## src/rtl/sgnj_pkg.sv

```systemverilog
package sgnj_pkg;
  // sign rule encodings; the code values are part of the instruction decode
  typedef enum logic [2:0] {
    SJ_COPY = 3'b000,
    SJ_NEG  = 3'b001,
    SJ_XOR  = 3'b010
  } sj_mode_e;

  localparam int SJ_MODE_W = 3;
endpackage

```

## src/rtl/sgnj_flush.sv

```systemverilog
// Replaces a zero-exponent operand with a zero of the same sign.
module sgnj_flush #(
  parameter int EXP_W = 8,
  parameter int MAN_W = 23,
  localparam int W = 1 + EXP_W + MAN_W
) (
  input  logic [W-1:0] word_i,
  output logic [W-1:0] word_o
);
  logic [EXP_W-1:0] exp_f;

  always_comb begin
    exp_f = word_i[W-2 -: EXP_W];
    if (exp_f == '0) word_o = {word_i[W-1], {(W-1){1'b0}}};
    else             word_o = word_i;
  end
endmodule

```

## src/rtl/sgnj_sign_sel.sv

```systemverilog
// Chooses the result sign from the two cleaned operand signs.
module sgnj_sign_sel
  import sgnj_pkg::*;
(
  input  logic                 sign_a,
  input  logic                 sign_b,
  input  logic [SJ_MODE_W-1:0] mode,
  output logic                 sign_o,
  output logic                 illegal_o
);
  always_comb begin
    illegal_o = 1'b0;
    case (mode)
      SJ_COPY: sign_o = sign_b;
      SJ_NEG:  sign_o = ~sign_b;
      SJ_XOR:  sign_o = sign_a ^ sign_b;
      default: begin
        sign_o    = sign_a;
        illegal_o = 1'b1;
      end
    endcase
  end
endmodule

```

## src/rtl/sgnj_stage.sv

```systemverilog
// One-entry valid/ready register slice.
module sgnj_stage #(
  parameter int W = 32
) (
  input  logic         clk,
  input  logic         rst,
  input  logic         s_valid,
  output logic         s_ready,
  input  logic [W-1:0] s_data,
  input  logic         s_flag,
  output logic         m_valid,
  input  logic         m_ready,
  output logic [W-1:0] m_data,
  output logic         m_flag
);
  assign s_ready = ~m_valid | m_ready;

  always_ff @(posedge clk) begin
    if (rst) begin
      m_valid <= 1'b0;
      m_data  <= '0;
      m_flag  <= 1'b0;
    end else if (s_ready) begin
      m_valid <= s_valid;
      if (s_valid) begin
        m_data <= s_data;
        m_flag <= s_flag;
      end
    end
  end
endmodule

```

## src/rtl/sgnj_unit.sv

```systemverilog
module sgnj_unit
  import sgnj_pkg::*;
#(
  parameter int EXP_W = 8,
  parameter int MAN_W = 23,
  localparam int W = 1 + EXP_W + MAN_W
) (
  input  logic                 clk,
  input  logic                 rst,
  input  logic                 in_valid,
  output logic                 in_ready,
  input  logic [W-1:0]         in_a,
  input  logic [W-1:0]         in_b,
  input  logic [SJ_MODE_W-1:0] in_mode,
  output logic                 out_valid,
  input  logic                 out_ready,
  output logic [W-1:0]         out_data,
  output logic                 out_illegal
);
  localparam int N_OPS = 2;

  logic [W-1:0] raw_ops   [N_OPS];
  logic [W-1:0] clean_ops [N_OPS];
  logic         res_sign;
  logic         res_ill;
  logic [W-1:0] res_word;

  assign raw_ops[0] = in_a;
  assign raw_ops[1] = in_b;

  for (genvar g = 0; g < N_OPS; g++) begin : g_clean
    sgnj_flush #(.EXP_W(EXP_W), .MAN_W(MAN_W)) u_flush (
      .word_i (raw_ops[g]),
      .word_o (clean_ops[g])
    );
  end

  sgnj_sign_sel u_sign (
    .sign_a    (clean_ops[0][W-1]),
    .sign_b    (clean_ops[1][W-1]),
    .mode      (in_mode),
    .sign_o    (res_sign),
    .illegal_o (res_ill)
  );

  assign res_word = {res_sign, clean_ops[0][W-2:0]};

  sgnj_stage #(.W(W)) u_stage (
    .clk     (clk),
    .rst     (rst),
    .s_valid (in_valid),
    .s_ready (in_ready),
    .s_data  (res_word),
    .s_flag  (res_ill),
    .m_valid (out_valid),
    .m_ready (out_ready),
    .m_data  (out_data),
    .m_flag  (out_illegal)
  );
endmodule

```

## config.mk

```make
export PLATFORM = sky130hd
export DESIGN_NAME = sgnj_unit
export DESIGN_NICKNAME = d
export VERILOG_FILES = /design/src/rtl/sgnj_pkg.sv /design/src/rtl/sgnj_flush.sv /design/src/rtl/sgnj_sign_sel.sv /design/src/rtl/sgnj_stage.sv /design/src/rtl/sgnj_unit.sv
export SDC_FILE = /design/constraint.sdc
export NUM_CORES = 1
export LEC_CHECK = 0
export BUFFER_PORTS_ARGS = -buffer_cell sky130_fd_sc_hd__buf_4
export CAP_MARGIN = 5
export CORE_MARGIN = 5
export CORE_UTILIZATION = 25
export CTS_CLUSTER_DIAMETER = 80
export CTS_CLUSTER_SIZE = 14
export DETAILED_ROUTE_END_ITERATION = 7
export PLACE_DENSITY = 0.59
export SLEW_MARGIN = 25
export SYNTH_ARGS = -nofsm -noshare
export SYNTH_HDL_FRONTEND = slang
export SYNTH_HIERARCHICAL = 1
export SYNTH_SLANG_ARGS = --single-unit
```

## constraint.sdc

```tcl
create_clock -name clk -period 2.1 [get_ports clk]
set_input_delay 0.21 -clock clk [delete_from_list [all_inputs] [get_ports clk]]
set_output_delay 0.21 -clock clk [all_outputs]
set_load 0.01 [all_outputs]
```

; ---- After elaboration in Yosys (flattened, before gate mapping)
; Index checks and enable logic that the tools add are counted.
[word_totals]
reg_bits = 34
word_cells = 16
inputBits = 71
[op_classes]
n_bitwise = 4
n_mux = 3
eq_ne = 2
reduce_logical = 4
[ops]
columns = cell, n
row1 = 2-to-1 mux 31 bit, 1
row2 = zero test 8 bit, 1
row3 = equality test 3 x 1 -> 1 bit (second input constant), 1
row4 = equality test 3 x 2 -> 1 bit (second input constant), 1
row5 = zero test 3 bit, 1
row6 = one-hot mux 1 bit (3 select lines), 1
row7 = OR reduction 3 bit, 1
row8 = NOT 1 bit, 2
row9 = AND reduction 2 bit, 1
row10 = 2-to-1 mux 1 bit, 1
row11 = OR 1 bit, 1
row12 = XOR 1 bit, 1

; ---- Longest topological paths before layout
; Gate-level depths: netlist (run 1).
[depth]
word_depth = 3
ltp_mapped = 6
depth_no_buf = 5

; ---- Modules after synthesis
; The synthesis (run 1) kept the hierarchy.
[by_module_without_submodules]
columns = module, area_per_inst_um2, n_inst, cells_each
row1 = sgnj_stage, 1621.6, 1, 155
row2 = sgnj_flush, 320.3, 2, 38
row3 = sgnj_sign_sel, 47.5, 1, 7

; ---- Worst setup path before layout (run 1)
; No wires, ideal clock.
[synth_timing]
kind = register to register
from = reg u_stage.m_valid
to = reg u_stage.m_data[0]
required_time_ns = 1.975
setup_ns = 0.125
path_slack_ns = 1.015
t_arrival_ns = 0.960
period_less_slack_ns = 1.085
path_stages_with_launch = 7
cell_sequence = dfxtp_1 -> nand2b_4 -> buf_6 -> buf_6 -> buf_6 -> nand3_1 -> a21oi_2
[synth_between]
elab_chain_cells = 3
[synth_lines]
columns = item, line_no
row1 = start: declaration, sgnj_stage.sv:11  ; output logic m_valid,
row2 = start signal: assignment, sgnj_stage.sv:24  ; m_valid <= s_valid;
row3 = NOT 1 bit, sgnj_stage.sv:16  ; assign s_ready = ~m_valid | m_ready;
row4 = OR 1 bit, sgnj_stage.sv:16
row5 = AND reduction 2 bit (no line), --
row6 = end signal: assignment, sgnj_stage.sv:26  ; m_data <= s_data;
row7 = end: declaration, sgnj_stage.sv:13  ; output logic [W-1:0] m_data,
; Every way passes these cells.
; A chain may end at the register's enable or synchronous reset.

; ---- Worst setup path after layout (run 1)
[layout_timing]
from = reg u_stage.m_valid
to = out in_ready
[layout_between]
elab_chain_cells = 2
[layout_lines]
columns = item, line_no
row1 = NOT 1 bit, sgnj_stage.sv:16
row2 = OR 1 bit, sgnj_stage.sv:16
row3 = end: declaration, sgnj_unit.sv:11  ; output logic in_ready,
; Every way passes these cells.

==> flow_summary.ini, run 1 <==
[run_status]
outcome = complete, no violations

[placement]
hpwl_mm = 3.08
place.gp.congestion = 0.641
dpl_worst_slack_ns = 0.649
io_buffer_count = 74

[floorplan]
die_area_um2 = 9880
die_x_um = 99.4
num_rows = 32
die_height_um = 99.4
initial_core_util = 0.257
boundaryPins = 106
core_um2 = 7770

[power]
p_leak_nw = 1.04
powerDensity_nw_per_um2 = 601
peakVddDrop_mv = 0.198
p_int_mw = 1.12
seq_power_share = 0.457
switching_share = 0.273
pwr-share-comb = 0.212
switchingPower_mw = 0.420
p_total_mw = 1.54
clockPowerShare = 0.331

[layout]
regArea_um2 = 681
syn2layout_area_growth_pct = 28.1
fill_cells = 834
nets = 322
diodes = 0
layout-drive-gt1-share = 0.496
multiInputGateArea_um2 = 1080

[sta]
fmax_ghz = 0.628
setup_ws_ns = 0.507
timing_hold_violations_final = 0
holdWs_ns = 0.215
finalSetupTns_ns = 0
period_needed_ns = 1.59
clock_skew_ns = 0.00506
setup_viol = 0
timing.final.crit_share = 0.758
rsz0062_at_grt = false
worst_slew_pin_slew_ns = 0.741
relSlewSlack = 0.506
drv_slew = 0

[route]
routed_wl_mm = 4.95
viasPerCell = 4.58
vias = 1621
wl_per_cell_um = 14.0
drc_errors = 0
drt_iter0_drc = 51
ant_nets = 0
dr.pass1.iters = 4

[worst_hold_path]
min_delay_worst_endpoint = u_stage/m_data[28]
whs_path_depth = 3
hp-start = in_a[28]
hp-class = in2reg

[worst_setup_path]
cpMaxStageDelayCell = nand2b_4
crit_type = reg2out
max_stage_delay_ns = 0.52
start_kind = register
r2r-end = u_stage/m_data[0]
critical_path_arrival_ns = 1.38
worstSetupEndpointType = primary output
cp_max_fo = 68
crit_chain = nand2b_4 -> buf_4
regToRegSetupSlack_ns = 0.73
crit_required_ns = 1.89
rr_worst_depth = 3
reg2reg_from = u_stage/m_valid

[cts]
path_clk_slew_ns = 0.07
cts_resized = 0
post_cts_buffers = 0
cts-buffers-inserted = 5
root_buffer = clkbuf_8
cts_max_level = 2
cts_buffer_depth = 2
cts.sinks = 34
postCtsHoldBufs = 0
cts_tree = yes
clock_latency_ns = 0.28

[grt]
grt_pass1_wl_mm = 8.32
grt_max_degree = 69
antenna_found_initial = 0
grt_overflow = 0
grt.total_usage = 0.102
first_global_vias = 1696

[yosys]
ys.warnings.count = 6
syn_area_um2 = 2000
synth_cells = 201
synth_nets = 272
syn_avg_cell_area_um2 = 9.93

[flow_run]
drv_cap = 0
[flip-flops by register name, summed over array words and instances (netlist names)]
| name | flops |
|---|---|
| u_stage/m_flag | 1 |
| u_stage/m_valid | 1 |
| u_stage/m_data | 32 |
[area by class of cell]
cell class                 count  share of cell area
tap                          102              0.0499
multi-input combinational    132               0.422
clock inverter                 1             0.00196
inverter                       2             0.00293
sequential                    34               0.266
timing repair buffer          76               0.223
clock buffer                   7              0.0337
[power groups by stage]
stage,Clock [mW],Combinational [mW],Sequential (mW)
detailed placement,0,0.331,0.717
finish,0.510,0.326,0.703
global placement,0,0.326,0.718
global route,0.564,0.357,0.708
floorplan,0,0.190,0.734
CTS,0.542,0.332,0.703
[cell usage in the layout, fill, tap and decap left out]
master	count
a21boi_2	5
a21boi_1	5
a21boi_0	13
clkbuf_1	1
nand2b_4	1
nor4_4	2
clkinv_2	1
a21oi_1	2
inv_1	2
o22ai_1	1
clkbuf_8	6
a21oi_2	33
xnor2_1	1
buf_4	76
a21o_2	1
o22a_1	1
nand3_1	33
dfxtp_1	34
a21bo_1	33
nand2b_1	1
[critical path: cells and delay by family (launching register included)]
kind                   cells  cell delay [ns]
and+or+nand+nor            1             0.52
DFF                        1             0.34
buffers and inverters      1             0.24
[layer usage]
metal  part of all wire  up-vias  routed length [um]  track usage
met5                  0        -                   0            0
met4             0.0059        0                  29       0.0252
met3              0.061        5                 303       0.0330
met2               0.48       41                2370        0.170
met1               0.45      770                2240        0.127
li1                   -      805                   -            -
[worst max path at each step]
stage | start | to | slack, ns
after floorplan | u_stage/m_valid | u_stage/m_data[0] | 1.01
final | u_stage/m_valid | in_ready | 0.51
after CTS | u_stage/m_valid | in_ready | 0.44
after global placement | in_a[23] | u_stage/m_data[20] | 0.65
after global routing | u_stage/m_valid | in_ready | 0.36
after detailed placement | in_a[23] | u_stage/m_data[19] | 0.65
[through the flow]
step	std cells	utilization	area [um2]
final	354	0.329	2560
after global routing	354	0.329	2560
after CTS	354	0.329	2560
after detailed placement	346	0.318	2470
after global placement	346	0.318	2470
after floorplan	201	-	2000
Note: power is estimated with default switching activity, not from simulation.
==> inputs of run 2 (changes only) <==
Settings changed: PLACE_DENSITY 0.59 to 0.61.
Clock period 2.1 ns to 1.4 ns, I/O delays scaled along.
==> run 2 against run 1 <==
Against the previous run:
- worst setup slack worse by 0.31 ns
- clock power is 77% higher
- hold slack worse by 0.057 ns
- largest cell class unchanged
- highest routed layer unchanged
==> flow_summary.ini, run 2 (synthesis gave the netlist of run 1 again) <==
[run_status]
outcome = complete, no violations

[layout]
layout_common_cells = buf_4 (74), dfxtp_1 (34), nand3_1 (33), a21bo_1 (33), a21oi_2 (33)
nets = 325
top_register = u_stage/m_data
reg_top3 = u_stage/m_data (32), u_stage/m_flag (1), u_stage/m_valid (1)
fill_cells = 814
design_area_um2 = 2660
syn2layout_area_growth_pct = 33.3
layout.cells.non_filler = 357
postLayoutCoreUtil = 0.343
layout_commonest_cell = buf_4
diodes = 0
layout-drive-gt1-share = 0.506
largest_reg_flops = 32

[placement]
place.gp.congestion = 0.693
placed_cell_area_um2 = 2550
hpwl_mm = 3.39
dpl_worst_slack_ns = 0.158
io_buffer_count = 74
dp_cells = 349

[power]
p_int_mw = 1.83
switching_share = 0.263
p_leak_nw = 1.09
clockPowerShare = 0.366
powerDensity_nw_per_um2 = 930
switchingPower_mw = 0.650
pwr-share-comb = 0.208
peakVddDrop_mv = 0.355
seq_power_share = 0.426

[floorplan]
boundaryPins = 106
initial_core_util = 0.257
core_um2 = 7770
die_area_um2 = 9880
die_x_um = 99.4
num_rows = 32
die_height_um = 99.4

[worst_setup_path]
cp_max_fo = 33
crit_required_ns = 1.26
start_kind = register
critical_path_arrival_ns = 1.07
worstSetupEndpointType = primary output
crit_type = reg2out

[route]
dr.pass1.iters = 4
routed_wl_mm = 5.05
drc_errors = 0
vias = 1635
wl_per_cell_um = 14.1
ant_nets = 0
drt_iter0_drc = 53
viasPerCell = 4.58

[grt]
grt.total_usage = 0.105
antenna_found_initial = 0
grt_max_degree = 68
first_global_vias = 1723
grt_pass1_wl_mm = 8.48
grt_overflow = 0

[cts]
cts_max_level = 2
clock_latency_ns = 0.28
cts_buffer_depth = 2
postCtsHoldBufs = 0
cts_resized = 0
post_cts_buffers = 0
cts-buffers-inserted = 5
cts.sinks = 34
root_buffer = clkbuf_8
cts_tree = yes
path_clk_slew_ns = 0.07

[sta]
period_needed_ns = 1.21
setup_viol = 0
timing.final.crit_share = 0.861
relSlewSlack = 0.611
clock_skew_ns = 0.00438
drv_slew = 0
setup_ws_ns = 0.195
rsz0062_at_grt = false
fmax_ghz = 0.830
timing_hold_violations_final = 0
worst_slew_pin_slew_ns = 0.583
finalSetupTns_ns = 0

[flow_run]
drv_cap = 0

[worst_hold_path]
hp-class = in2reg
run 2: changes by cell type in the layout (fill, tap and decap cells not counted):
cell,before,now
buf_12,0,5
buf_4,76,74
bufinv_16,0,1
clkbuf_1,1,0
clkbuf_8,6,5
clkinv_2,1,2
run 2: stage by stage:
stage | hold slack, ns | total power [mW]
final | 0.158 | 2.48
after global routing | 0.152 | 2.61
after CTS | 0.140 | 2.54
after detailed placement | 0.446 | 1.60
after global placement | 0.450 | 1.59
after floorplan | 0.350 | 1.39
run 2: worst paths after layout:
check	cells past startpoint	to	startpoint	slack [ns]
max	3	in_ready	u_stage/m_valid	0.19
min reg2reg	2	u_stage/m_flag	u_stage/m_flag	0.58
max reg2reg	4	u_stage/m_data[17]	u_stage/m_valid	0.35
min	3	u_stage/m_data[28]	in_a[28]	0.16
run 2: layout make-up:
cell class	count	area (um2)	area share
Clock buffer	5	68.8	0.0259
Multi-Input combinational cell	132	1080	0.406
Tap cell	102	128	0.0480
Timing Repair Buffer	79	656	0.246
Clock inverter	3	40.0	0.0150
Inverter	2	7.51	0.00282
Sequential cell	34	681	0.256
run 2: power groups by stage:
stage | clock network [mW] | logic [mW] | registers [mW]
floorplan | 0 | 0.286 | 1.10
CTS | 0.959 | 0.522 | 1.06
global route | 0.986 | 0.562 | 1.06
finish | 0.905 | 0.515 | 1.06
detailed placement | 0 | 0.520 | 1.08
global placement | 0 | 0.513 | 1.08
run 2: worst max-delay path, stage by stage (launching register included):
cell and delay [ns]:
dfxtp_1 0.38, nand2b_4 0.09, buf_12 0.17, buf_4 0.15
run 2: metal layers:
layer  vias to the layer above  wire length (um)  track usage
li1                        809                 -            -
met1                       774              2260        0.127
met2                        48              2430        0.176
met3                         4               313       0.0358
met4                         0                43       0.0336
met5                         -                 0            0
==> inputs of run 3 (changes only) <==
Settings changed: CORE_UTILIZATION 25 to 43, PLACE_DENSITY 0.61 to 0.88.
==> run 3 against run 2 <==
Against the previous run:
- hold slack got worse by 0.0024 ns
- maximum frequency is 6.6% lower
- flip-flop and latch count unchanged
- critical path depth stayed put
- non-clock buffer count is the same
- largest power group unchanged
- first-iteration DRC count is 23% higher
- clock power is 19% lower
- largest cell class unchanged
- worst setup slack worse by 0.086 ns
- design area decreased by 3.0%
==> flow_summary.ini, run 3 (synthesis gave the netlist of run 1 again) <==
[route]
ant_nets = 0
routed_wl_mm = 4.56
dr.pass1.iters = 4
viasPerCell = 5.18
vias = 1590
drt_iter0_drc = 65
wl_per_cell_um = 14.9
drc_errors = 0

[run_status]
outcome = complete, no violations

[sta]
fmax_ghz = 0.775
rsz0062_at_grt = false
relSlewSlack = 0.631
drv_slew = 0
clock_skew_ns = 0.00651
setup_viol = 0
finalSetupTns_ns = 0
worst_slew_pin_slew_ns = 0.553
timing_hold_violations_final = 0
timing.final.crit_share = 0.922
period_needed_ns = 1.29

[cts]
clock_latency_ns = 0.27
postCtsHoldBufs = 0
cts_tree = yes
cts_max_level = 2
root_buffer = clkbuf_8
cts.sinks = 34
path_clk_slew_ns = 0.07
cts_resized = 0
cts_buffer_depth = 2
post_cts_buffers = 0
cts-buffers-inserted = 5

[layout]
layout_common_cells = buf_4 (74), dfxtp_1 (34), nand3_1 (33), a21bo_1 (33), a21oi_2 (33)
reg_top3 = u_stage/m_data (32), u_stage/m_flag (1), u_stage/m_valid (1)
multiInputGateArea_um2 = 1080
syn2layout_area_growth_pct = 29.3
layout_commonest_cell = buf_4
top_register = u_stage/m_data
layout-drive-gt1-share = 0.502
fill_cells = 397
nets = 325
diodes = 0
regArea_um2 = 681
design_area_um2 = 2580
largest_reg_flops = 32

[grt]
first_global_vias = 1629
grt_pass1_wl_mm = 7.70
grt_overflow = 0
grt.total_usage = 0.153
grt_max_degree = 68
antenna_found_initial = 0

[worst_setup_path]
critical_path_arrival_ns = 1.15
worstSetupEndpointType = primary output
start_kind = register
crit_required_ns = 1.26
cp_max_fo = 28
crit_type = reg2out

[floorplan]
boundaryPins = 106
num_rows = 24
core_um2 = 4440
die_area_um2 = 6110
die_x_um = 78.1
die_height_um = 78.1
initial_core_util = 0.449

[power]
powerDensity_nw_per_um2 = 890
p_total_mw = 2.30
p_leak_nw = 1.08
peakVddDrop_mv = 0.476

[flow_run]
drv_cap = 0

[placement]
placed_cell_area_um2 = 2490
place.gp.congestion = 0.700
hpwl_mm = 3.16
io_buffer_count = 74

[worst_hold_path]
hp-class = in2reg
## run 3: changes by cell type in the layout (fill, tap and decap cells not counted)
| cell | previous run | this run |
|---|---|---|
| clkbuf_1 | 0 | 1 |
| bufinv_16 | 1 | 0 |
| clkbuf_8 | 5 | 6 |
| clkinv_2 | 2 | 1 |
## run 3: layer usage
layer	global-route usage	vias up	wire, um
met1	0.184	740	1990
met4	0.0315	0	12
met3	0.0481	2	238
met2	0.270	41	2320
met5	0	-	0
li1	-	807	-
## run 3: power breakdown
| part | total, mW | internal [mW] | switching [mW] | leakage, nW |
|---|---|---|---|---|
| clock network | 0.732 | 0.397 | 0.336 | 0.0482 |
| logic | 0.508 | 0.275 | 0.233 | 0.749 |
| registers | 1.06 | 1.03 | 0.0317 | 0.280 |
## run 3: worst paths after layout
kind	start	end	slack (ns)	depth (start not counted)
worst min-delay path	in_a[28]	u_stage/m_data[28]	0.16	3
worst max register to register	u_stage/m_valid	u_stage/m_data[30]	0.27	4
worst max-delay path	u_stage/m_valid	in_ready	0.11	3
worst min register to register	u_stage/m_flag	u_stage/m_flag	0.58	2
## run 3: critical path: stages (launching register included)
cell,delay (ns)
dfxtp_1,0.37
nand2b_4,0.15
buf_12,0.20
buf_4,0.15
## run 3: area by class of cell
cell class,count,share of cell area
Multi-Input combinational cell,132,0.419
Sequential cell,34,0.264
Timing Repair Buffer,79,0.254
Clock buffer,7,0.0334
Tap cell,52,0.0252
Inverter,2,0.00291
Clock inverter,1,0.00194
## run 3: per-stage QoR
stage          setup slack [ns]  hold slack (ns)  cells   util
2_1_floorplan             0.315            0.350    201      -
3_3_place_gp              0.190            0.444    299  0.560
3_5_place_dp              0.172            0.449    299  0.560
4_1_cts                  0.0834            0.146    307  0.581
5_1_grt                  0.0368            0.150    307  0.581
6_report                  0.109            0.156    307  0.581
